--- config.mk ---
export PLATFORM = sky130hd
export DESIGN_NAME = rx_addr_filter
export DESIGN_NICKNAME = d
export VERILOG_FILES = /design/src/rtl/rx_af_pkg.sv /design/src/rtl/rx_af_capture.sv /design/src/rtl/rx_af_crc.sv /design/src/rtl/rx_af_decide.sv /design/src/rtl/rx_addr_filter.sv
export SDC_FILE = /design/constraint.sdc
export NUM_CORES = 1
export LEC_CHECK = 0
export BUFFER_PORTS_ARGS = -buffer_cell sky130_fd_sc_hd__buf_2
export CAP_MARGIN = 20
export CORE_ASPECT_RATIO = 0.6
export CORE_MARGIN = 8
export CORE_UTILIZATION = 25
export DETAILED_ROUTE_END_ITERATION = 10
export PLACE_DENSITY = 0.53
export SLEW_MARGIN = 25
export SYNTH_ARGS = -nofsm -noshare
export SYNTH_HDL_FRONTEND = slang
export SYNTH_SLANG_ARGS = --single-unit
--- constraint.sdc ---
create_clock -name clk -period 7.7 [get_ports clk]
set_input_delay 0.385 -clock clk [delete_from_list [all_inputs] [get_ports clk]]
set_output_delay 0.385 -clock clk [all_outputs]
set_load 0.05 [all_outputs]
--- src/rtl/rx_af_pkg.sv ---
package rx_af_pkg;
  localparam int ADDR_BYTES = 6;
  localparam int CRC_W      = 32;
  localparam int CAUSE_W    = 6;

  // cause / enable bit positions
  localparam int C_UC  = 0;
  localparam int C_BC  = 1;
  localparam int C_MC  = 2;
  localparam int C_UCH = 3;
  localparam int C_MCH = 4;
  localparam int C_PF  = 5;

  // one nibble step; every feedback term uses the pre-step register value
  function automatic logic [CRC_W-1:0] crc_nibble(input logic [CRC_W-1:0] c,
                                                  input logic [3:0]       n,
                                                  input logic [CRC_W-1:0] poly);
    logic [CRC_W-1:0] r;
    r = c << 4;
    for (int k = 0; k < 4; k++) begin
      if (c[28+k] ^ n[3-k]) r = r ^ (poly << k);
    end
    return r;
  endfunction

  function automatic logic [CRC_W-1:0] crc_byte(input logic [CRC_W-1:0] c,
                                                input logic [7:0]       b,
                                                input logic [CRC_W-1:0] poly);
    return crc_nibble(crc_nibble(c, b[3:0], poly), b[7:4], poly);
  endfunction
endpackage

--- src/rtl/rx_af_capture.sv ---
module rx_af_capture
  import rx_af_pkg::*;
#(
  parameter int NBYTES = ADDR_BYTES
) (
  input  logic                clk,
  input  logic                rst_n,
  input  logic                sof_i,
  input  logic                byte_vld_i,
  input  logic [7:0]          byte_i,
  output logic                take_o,
  output logic                first_o,
  output logic                last_o,
  output logic [NBYTES*8-1:0] addr_o
);
  localparam int CNT_W = $clog2(NBYTES + 1);
  localparam logic [CNT_W-1:0] IDLE = CNT_W'(NBYTES);

  logic [CNT_W-1:0] cnt_q, cnt_d, idx;
  logic [7:0]       byte_q [NBYTES-1];

  always_comb begin
    idx     = sof_i ? '0 : cnt_q;
    take_o  = byte_vld_i & (sof_i | (cnt_q != IDLE));
    first_o = take_o & sof_i;
    last_o  = take_o & (idx == CNT_W'(NBYTES - 1));
    cnt_d   = take_o ? (idx + CNT_W'(1)) : cnt_q;
  end

  always_ff @(posedge clk or negedge rst_n) begin
    if (!rst_n) cnt_q <= IDLE;
    else        cnt_q <= cnt_d;
  end

  for (genvar g = 0; g < NBYTES - 1; g++) begin : g_byte
    logic wr;
    assign wr = take_o & (idx == CNT_W'(g));
    always_ff @(posedge clk or negedge rst_n) begin
      if (!rst_n)  byte_q[g] <= '0;
      else if (wr) byte_q[g] <= byte_i;
    end
    assign addr_o[8*g +: 8] = byte_q[g];
  end
  // final byte goes straight from the input into the decision
  assign addr_o[8*(NBYTES-1) +: 8] = byte_i;
endmodule

--- src/rtl/rx_af_crc.sv ---
module rx_af_crc
  import rx_af_pkg::*;
#(
  parameter logic [CRC_W-1:0] POLY     = 32'h04C1_1DB7,
  parameter logic [CRC_W-1:0] INIT     = 32'hFFFF_FFFF,
  parameter int               HASH_LSB = 23,
  parameter int               HASH_W   = 6
) (
  input  logic              clk,
  input  logic              rst_n,
  input  logic              take_i,
  input  logic              first_i,
  input  logic [7:0]        byte_i,
  output logic [HASH_W-1:0] hash_idx_o
);
  logic [CRC_W-1:0] crc_q, crc_cur, crc_d;

  always_comb begin
    crc_cur    = first_i ? INIT : crc_q;
    crc_d      = crc_byte(crc_cur, byte_i, POLY);
    hash_idx_o = crc_d[HASH_LSB +: HASH_W];
  end

  always_ff @(posedge clk or negedge rst_n) begin
    if (!rst_n)      crc_q <= INIT;
    else if (take_i) crc_q <= crc_d;
  end
endmodule

--- src/rtl/rx_af_decide.sv ---
module rx_af_decide
  import rx_af_pkg::*;
#(
  parameter int NBYTES = ADDR_BYTES,
  parameter int HASH_W = 6
) (
  input  logic                 clk,
  input  logic                 rst_n,
  input  logic                 last_i,
  input  logic [NBYTES*8-1:0]  addr_i,
  input  logic [NBYTES*8-1:0]  station_i,
  input  logic [HASH_W-1:0]    hash_idx_i,
  input  logic [2**HASH_W-1:0] hash_tbl_i,
  input  logic [CAUSE_W-1:0]   filt_en_i,
  input  logic                 pass_all_i,
  input  logic [CAUSE_W-1:0]   wake_clr_i,
  output logic                 dec_vld_o,
  output logic                 accept_o,
  output logic                 bcast_o,
  output logic                 mcast_o,
  output logic [CAUSE_W-1:0]   cause_o,
  output logic [CAUSE_W-1:0]   wake_stat_o
);
  logic               is_mc, is_bc, hash_hit, stn_hit;
  logic [CAUSE_W-1:0] hit, cause_d, wake_d;
  logic               acc_d;

  always_comb begin
    is_mc    = addr_i[0];
    is_bc    = &addr_i;
    hash_hit = hash_tbl_i[hash_idx_i];
    stn_hit  = (addr_i == station_i);
    hit        = '0;
    hit[C_UC]  = ~is_mc;
    hit[C_BC]  = is_bc;
    hit[C_MC]  = is_mc;
    hit[C_UCH] = ~is_mc & hash_hit;
    hit[C_MCH] = is_mc & hash_hit;
    hit[C_PF]  = stn_hit;
    cause_d  = hit & filt_en_i;
    acc_d    = pass_all_i | (|cause_d);
    wake_d   = (wake_stat_o & ~wake_clr_i) | (last_i ? cause_d : '0);
  end

  always_ff @(posedge clk or negedge rst_n) begin
    if (!rst_n) begin
      dec_vld_o   <= 1'b0;
      wake_stat_o <= '0;
    end else begin
      dec_vld_o   <= last_i;
      wake_stat_o <= wake_d;
    end
  end

  always_ff @(posedge clk or negedge rst_n) begin
    if (!rst_n) begin
      accept_o <= 1'b0;
      bcast_o  <= 1'b0;
      mcast_o  <= 1'b0;
      cause_o  <= '0;
    end else if (last_i) begin
      accept_o <= acc_d;
      bcast_o  <= is_bc;
      mcast_o  <= is_mc;
      cause_o  <= cause_d;
    end
  end
endmodule

--- src/rtl/rx_addr_filter.sv ---
module rx_addr_filter
  import rx_af_pkg::*;
#(
  parameter logic [31:0] CRC_POLY = 32'h04C1_1DB7,
  parameter logic [31:0] CRC_INIT = 32'hFFFF_FFFF,
  parameter int          HASH_LSB = 23,
  parameter int          HASH_W   = 6
) (
  input  logic                    clk,
  input  logic                    rst_n,
  input  logic                    sof_i,
  input  logic                    byte_vld_i,
  input  logic [7:0]              byte_i,
  input  logic [CAUSE_W-1:0]      filt_en_i,
  input  logic                    pass_all_i,
  input  logic [15:0]             sta_w0_i,
  input  logic [15:0]             sta_w1_i,
  input  logic [15:0]             sta_w2_i,
  input  logic [2**(HASH_W-1)-1:0] hash_lo_i,
  input  logic [2**(HASH_W-1)-1:0] hash_hi_i,
  input  logic [CAUSE_W-1:0]      wake_clr_i,
  output logic                    dec_vld_o,
  output logic                    accept_o,
  output logic                    bcast_o,
  output logic                    mcast_o,
  output logic [CAUSE_W-1:0]      cause_o,
  output logic [CAUSE_W-1:0]      wake_stat_o
);
  localparam int AW = ADDR_BYTES * 8;

  logic              take, first, last;
  logic [AW-1:0]     addr, station;
  logic [HASH_W-1:0] hash_idx;

  // byte k of the station address sits at station[8k +: 8]
  assign station = {sta_w0_i, sta_w1_i, sta_w2_i};

  rx_af_capture #(.NBYTES(ADDR_BYTES)) u_cap (
    .clk(clk), .rst_n(rst_n), .sof_i(sof_i), .byte_vld_i(byte_vld_i),
    .byte_i(byte_i), .take_o(take), .first_o(first), .last_o(last),
    .addr_o(addr)
  );

  rx_af_crc #(.POLY(CRC_POLY), .INIT(CRC_INIT), .HASH_LSB(HASH_LSB),
              .HASH_W(HASH_W)) u_crc (
    .clk(clk), .rst_n(rst_n), .take_i(take), .first_i(first),
    .byte_i(byte_i), .hash_idx_o(hash_idx)
  );

  rx_af_decide #(.NBYTES(ADDR_BYTES), .HASH_W(HASH_W)) u_dec (
    .clk(clk), .rst_n(rst_n), .last_i(last), .addr_i(addr),
    .station_i(station), .hash_idx_i(hash_idx),
    .hash_tbl_i({hash_hi_i, hash_lo_i}), .filt_en_i(filt_en_i),
    .pass_all_i(pass_all_i), .wake_clr_i(wake_clr_i),
    .dec_vld_o(dec_vld_o), .accept_o(accept_o), .bcast_o(bcast_o),
    .mcast_o(mcast_o), .cause_o(cause_o), .wake_stat_o(wake_stat_o)
  );
endmodule

==> flow_summary.yaml <==
setup_path:
  endpoint_kind: "register"
  crit_type: "reg -> reg"
  arrival_ns: 3.52
  crit_required_ns: 7.89
  cp-start-kind: "register"
  crit_fanout: 17
global_routing:
  grt_pass1_vias: 4855
  antenna_found_initial: 2
  grt_max_degree: 63
  grt_pass1_wl_mm: 29.9
  grt.overflow.total: 0
  grt_usage: 0.134
cts:
  cts_hold_buf: 0
  cts.repair.resized: 0
  htree_levels: 3
  cts_buffers: 9
  worstSkewPairLatency_ns: 0.35
  cts_tree: "built"
  cts_root_buf: "clkbuf_16"
  clk_path_buf_depth: 2
  clk_pin_slew_worst_paths_ns: 0.07
  postCtsSetupRepairBufs: 0
  clock-sinks: 91
job:
  cap_viol_max_count: 0
sta:
  hold_viol_final: 0
  finalMaxSlewViolations: 0
  fin_crit_ns: 3.33
  rsz0062_at_grt: "no"
  finClkSkew_ns: 0.0117
  fin_crit_sh: 0.433
  fmax_ghz: 0.300
  tns_ns: 0
  setup_viol: 0
  worst_pin_slew_ns: 1.12
  max_slew_margin: 0.247
yosys:
  synth_top_area_cell: "dfrtp_1"
  synth_seq_area_share: 0.388
  synth_area_leaders: "dfrtp_1 24%, dfstp_2 15%, xnor2_1 11%"
  synth_cell_types: 55
  ys_async_sr_fraction: 1.00
  ys_ff_latch: 91
  syn_area_per_cell_sq_um: 10.6
  synth_area_sq_um: 5980
  yosys_warnings: 0
  synth_cells: 565
  synth_ff_type: "dfrtp_1"
  synth.top_cell.area_share: 0.238
  syn_nets: 707
  synth_edf_count: 0
layout:
  final-instance-count-excl-fill: 1021
  mostFrequentLayoutCell: "buf_2"
  final_nets: 843
  layout-drive-gt1-share: 0.385
  antenna_cells: 0
  layout_common_cells: "151 x buf_2, 76 x xnor2_1, 75 x nand2_1"
  finalInstanceArea_sq_um: 7310
  fillers: 2430
  area_growth_pct: 22.2
power_and_ir_drop:
  cellPowerDensity_nw_per_um2: 467
  p_leak_nw: 3.12
  ir_worst_vdd_mv: 0.215
  p_clk_frac: 0.126
  p_seq_frac: 0.274
  power.internal_mw: 1.91
  total_power_mw: 3.41
  power.switching_mw: 1.50
  p_comb_frac: 0.601
  switching_share: 0.439
drt:
  via_count: 4704
  wl_per_cell_um: 19.3
  routed_wl_mm: 19.7
  drtIter0Drc: 327
  avgViaCountPerCell: 4.61
  drc: 0
  firstDrtPassIters: 4
  ant_nets: 0
floorplan:
  fp.dieW_um: 216
  rows: 43
  initial_core_util: 0.257
  ios: 153
  die_h_um: 136
  dieArea_sq_um: 29300
  core_area_sq_um: 23300
status:
  status: "complete, no violations"
placed_design:
  io_buffers: 152
  placed_area_sq_um: 7010
  gp_congestion: 0.834
  dp_hpwl_mm: 15.6
  dpl.cell_count: 1005
worst_hold_path:
  hold_class: "in -> async"
final cells by class:
class	instances	area, sq um	share of cell area
Clock inverter	7	60.1	0.00822
Tap cell	315	394	0.0539
Timing Repair Buffer	155	786	0.108
Multi-Input combinational cell	429	3470	0.474
Clock buffer	9	225	0.0308
Inverter	15	56.3	0.00770
Sequential cell	91	2320	0.317
metrics by stage:
step	hold slack, ns	util	worst slack, ns
2_1_floorplan	0.0894	-	4.94
5_1_grt	0.0453	0.314	4.16
3_3_place_gp	0.400	0.301	4.08
4_1_cts	0.0254	0.313	4.20
3_5_place_dp	0.404	0.301	3.98
6_report	0.00603	0.314	4.37
path summary, 6_finish.rpt:
path | from | endpoint | slack, ns | cells after the start
min in group clk | wake_clr_i[0] | u_dec.wake_stat_o[0]$_DFF_PN0_ | 0.21 | 2
hold / removal | rst_n | u_dec.cause_o[5]$_DFFE_PN0P_ | 0.006 | 1
max in group asynchronous | rst_n | u_cap.addr_o[14]$_DFFE_PN0P_ | 6.62 | 2
hold reg to reg | u_cap.cnt_q[1]$_DFFE_PN1P_ | u_cap.cnt_q[1]$_DFFE_PN1P_ | 0.46 | 2
setup / recovery | u_crc.crc_q[24]$_DFFE_PN1P_ | u_dec.wake_stat_o[3]$_DFF_PN0_ | 4.37 | 9
setup reg to reg | u_crc.crc_q[24]$_DFFE_PN1P_ | u_dec.wake_stat_o[3]$_DFF_PN0_ | 4.37 | 9
critical path, stage by stage (launching register included):
cell,delay [ns]
dfstp_2,0.65
xnor2_4,0.18
nor2_8,0.06
xor2_4,0.20
xnor2_4,0.63
mux4_1,0.63
o211ai_1,0.20
o221ai_1,0.18
a22oi_2,0.29
o32ai_1,0.13
power groups by stage:
stage | clock [mW] | sequential, mW | combinational [mW]
3_5_place_dp | 0 | 0.939 | 2.04
6_report | 0.429 | 0.933 | 2.05
2_1_floorplan | 0 | 0.883 | 1.66
4_1_cts | 0.439 | 0.932 | 2.05
5_1_grt | 0.457 | 0.962 | 2.23
3_3_place_gp | 0 | 0.939 | 2.04
cell usage after synthesis, types with 3 or more instances:
cell type	instances
nand4_1	17
nor2_1	35
nand2_1	75
buf_6	4
nor4_1	12
mux4_1	7
dfrtp_1	57
clkbuf_1	15
xor2_1	51
ha_1	5
mux2_2	40
o21ai_0	35
o21ai_1	3
inv_1	15
mux4_2	8
nand2b_1	3
o22ai_1	4
xnor2_1	76
buf_2	7
nand3_1	9
xnor2_4	5
mux2i_1	3
a21oi_1	5
dfstp_2	34
cells by family (layout without fill, tap and decap cells):
group	after synthesis	count (layout)	synth area share
DFF	91	91	0.388
and+or+nand+nor	162	162	0.125
AOI/OAI and AO/OA	67	67	0.0718
muxes	58	58	0.141
adders and majority gates	5	5	0.0105
xor gates and xnor gates	137	137	0.227
buffers and inverters	45	186	0.0360
registers in the layout, indices dropped and copies added, names as in the netlist:
| signal | count |
|---|---|
| u_cap.addr_o | 40 |
| u_crc.crc_q | 32 |
| u_dec.cause_o | 6 |
| u_dec.wake_stat_o | 6 |
| u_cap.cnt_q | 3 |
| u_dec.accept_o | 1 |
| u_dec.bcast_o | 1 |
| u_dec.dec_vld_o | 1 |
| u_dec.mcast_o | 1 |
per-layer routing:
| layer | GRT usage | up-vias | part of all wire |
|---|---|---|---|
| met5 | 0 | - | 0.0013 |
| met4 | 0.0192 | 4 | 0.0054 |
| met3 | 0.0522 | 13 | 0.088 |
| met2 | 0.187 | 188 | 0.39 |
| met1 | 0.194 | 2284 | 0.52 |
| li1 | - | 2215 | - |
(Power assumes the default switching activity.)
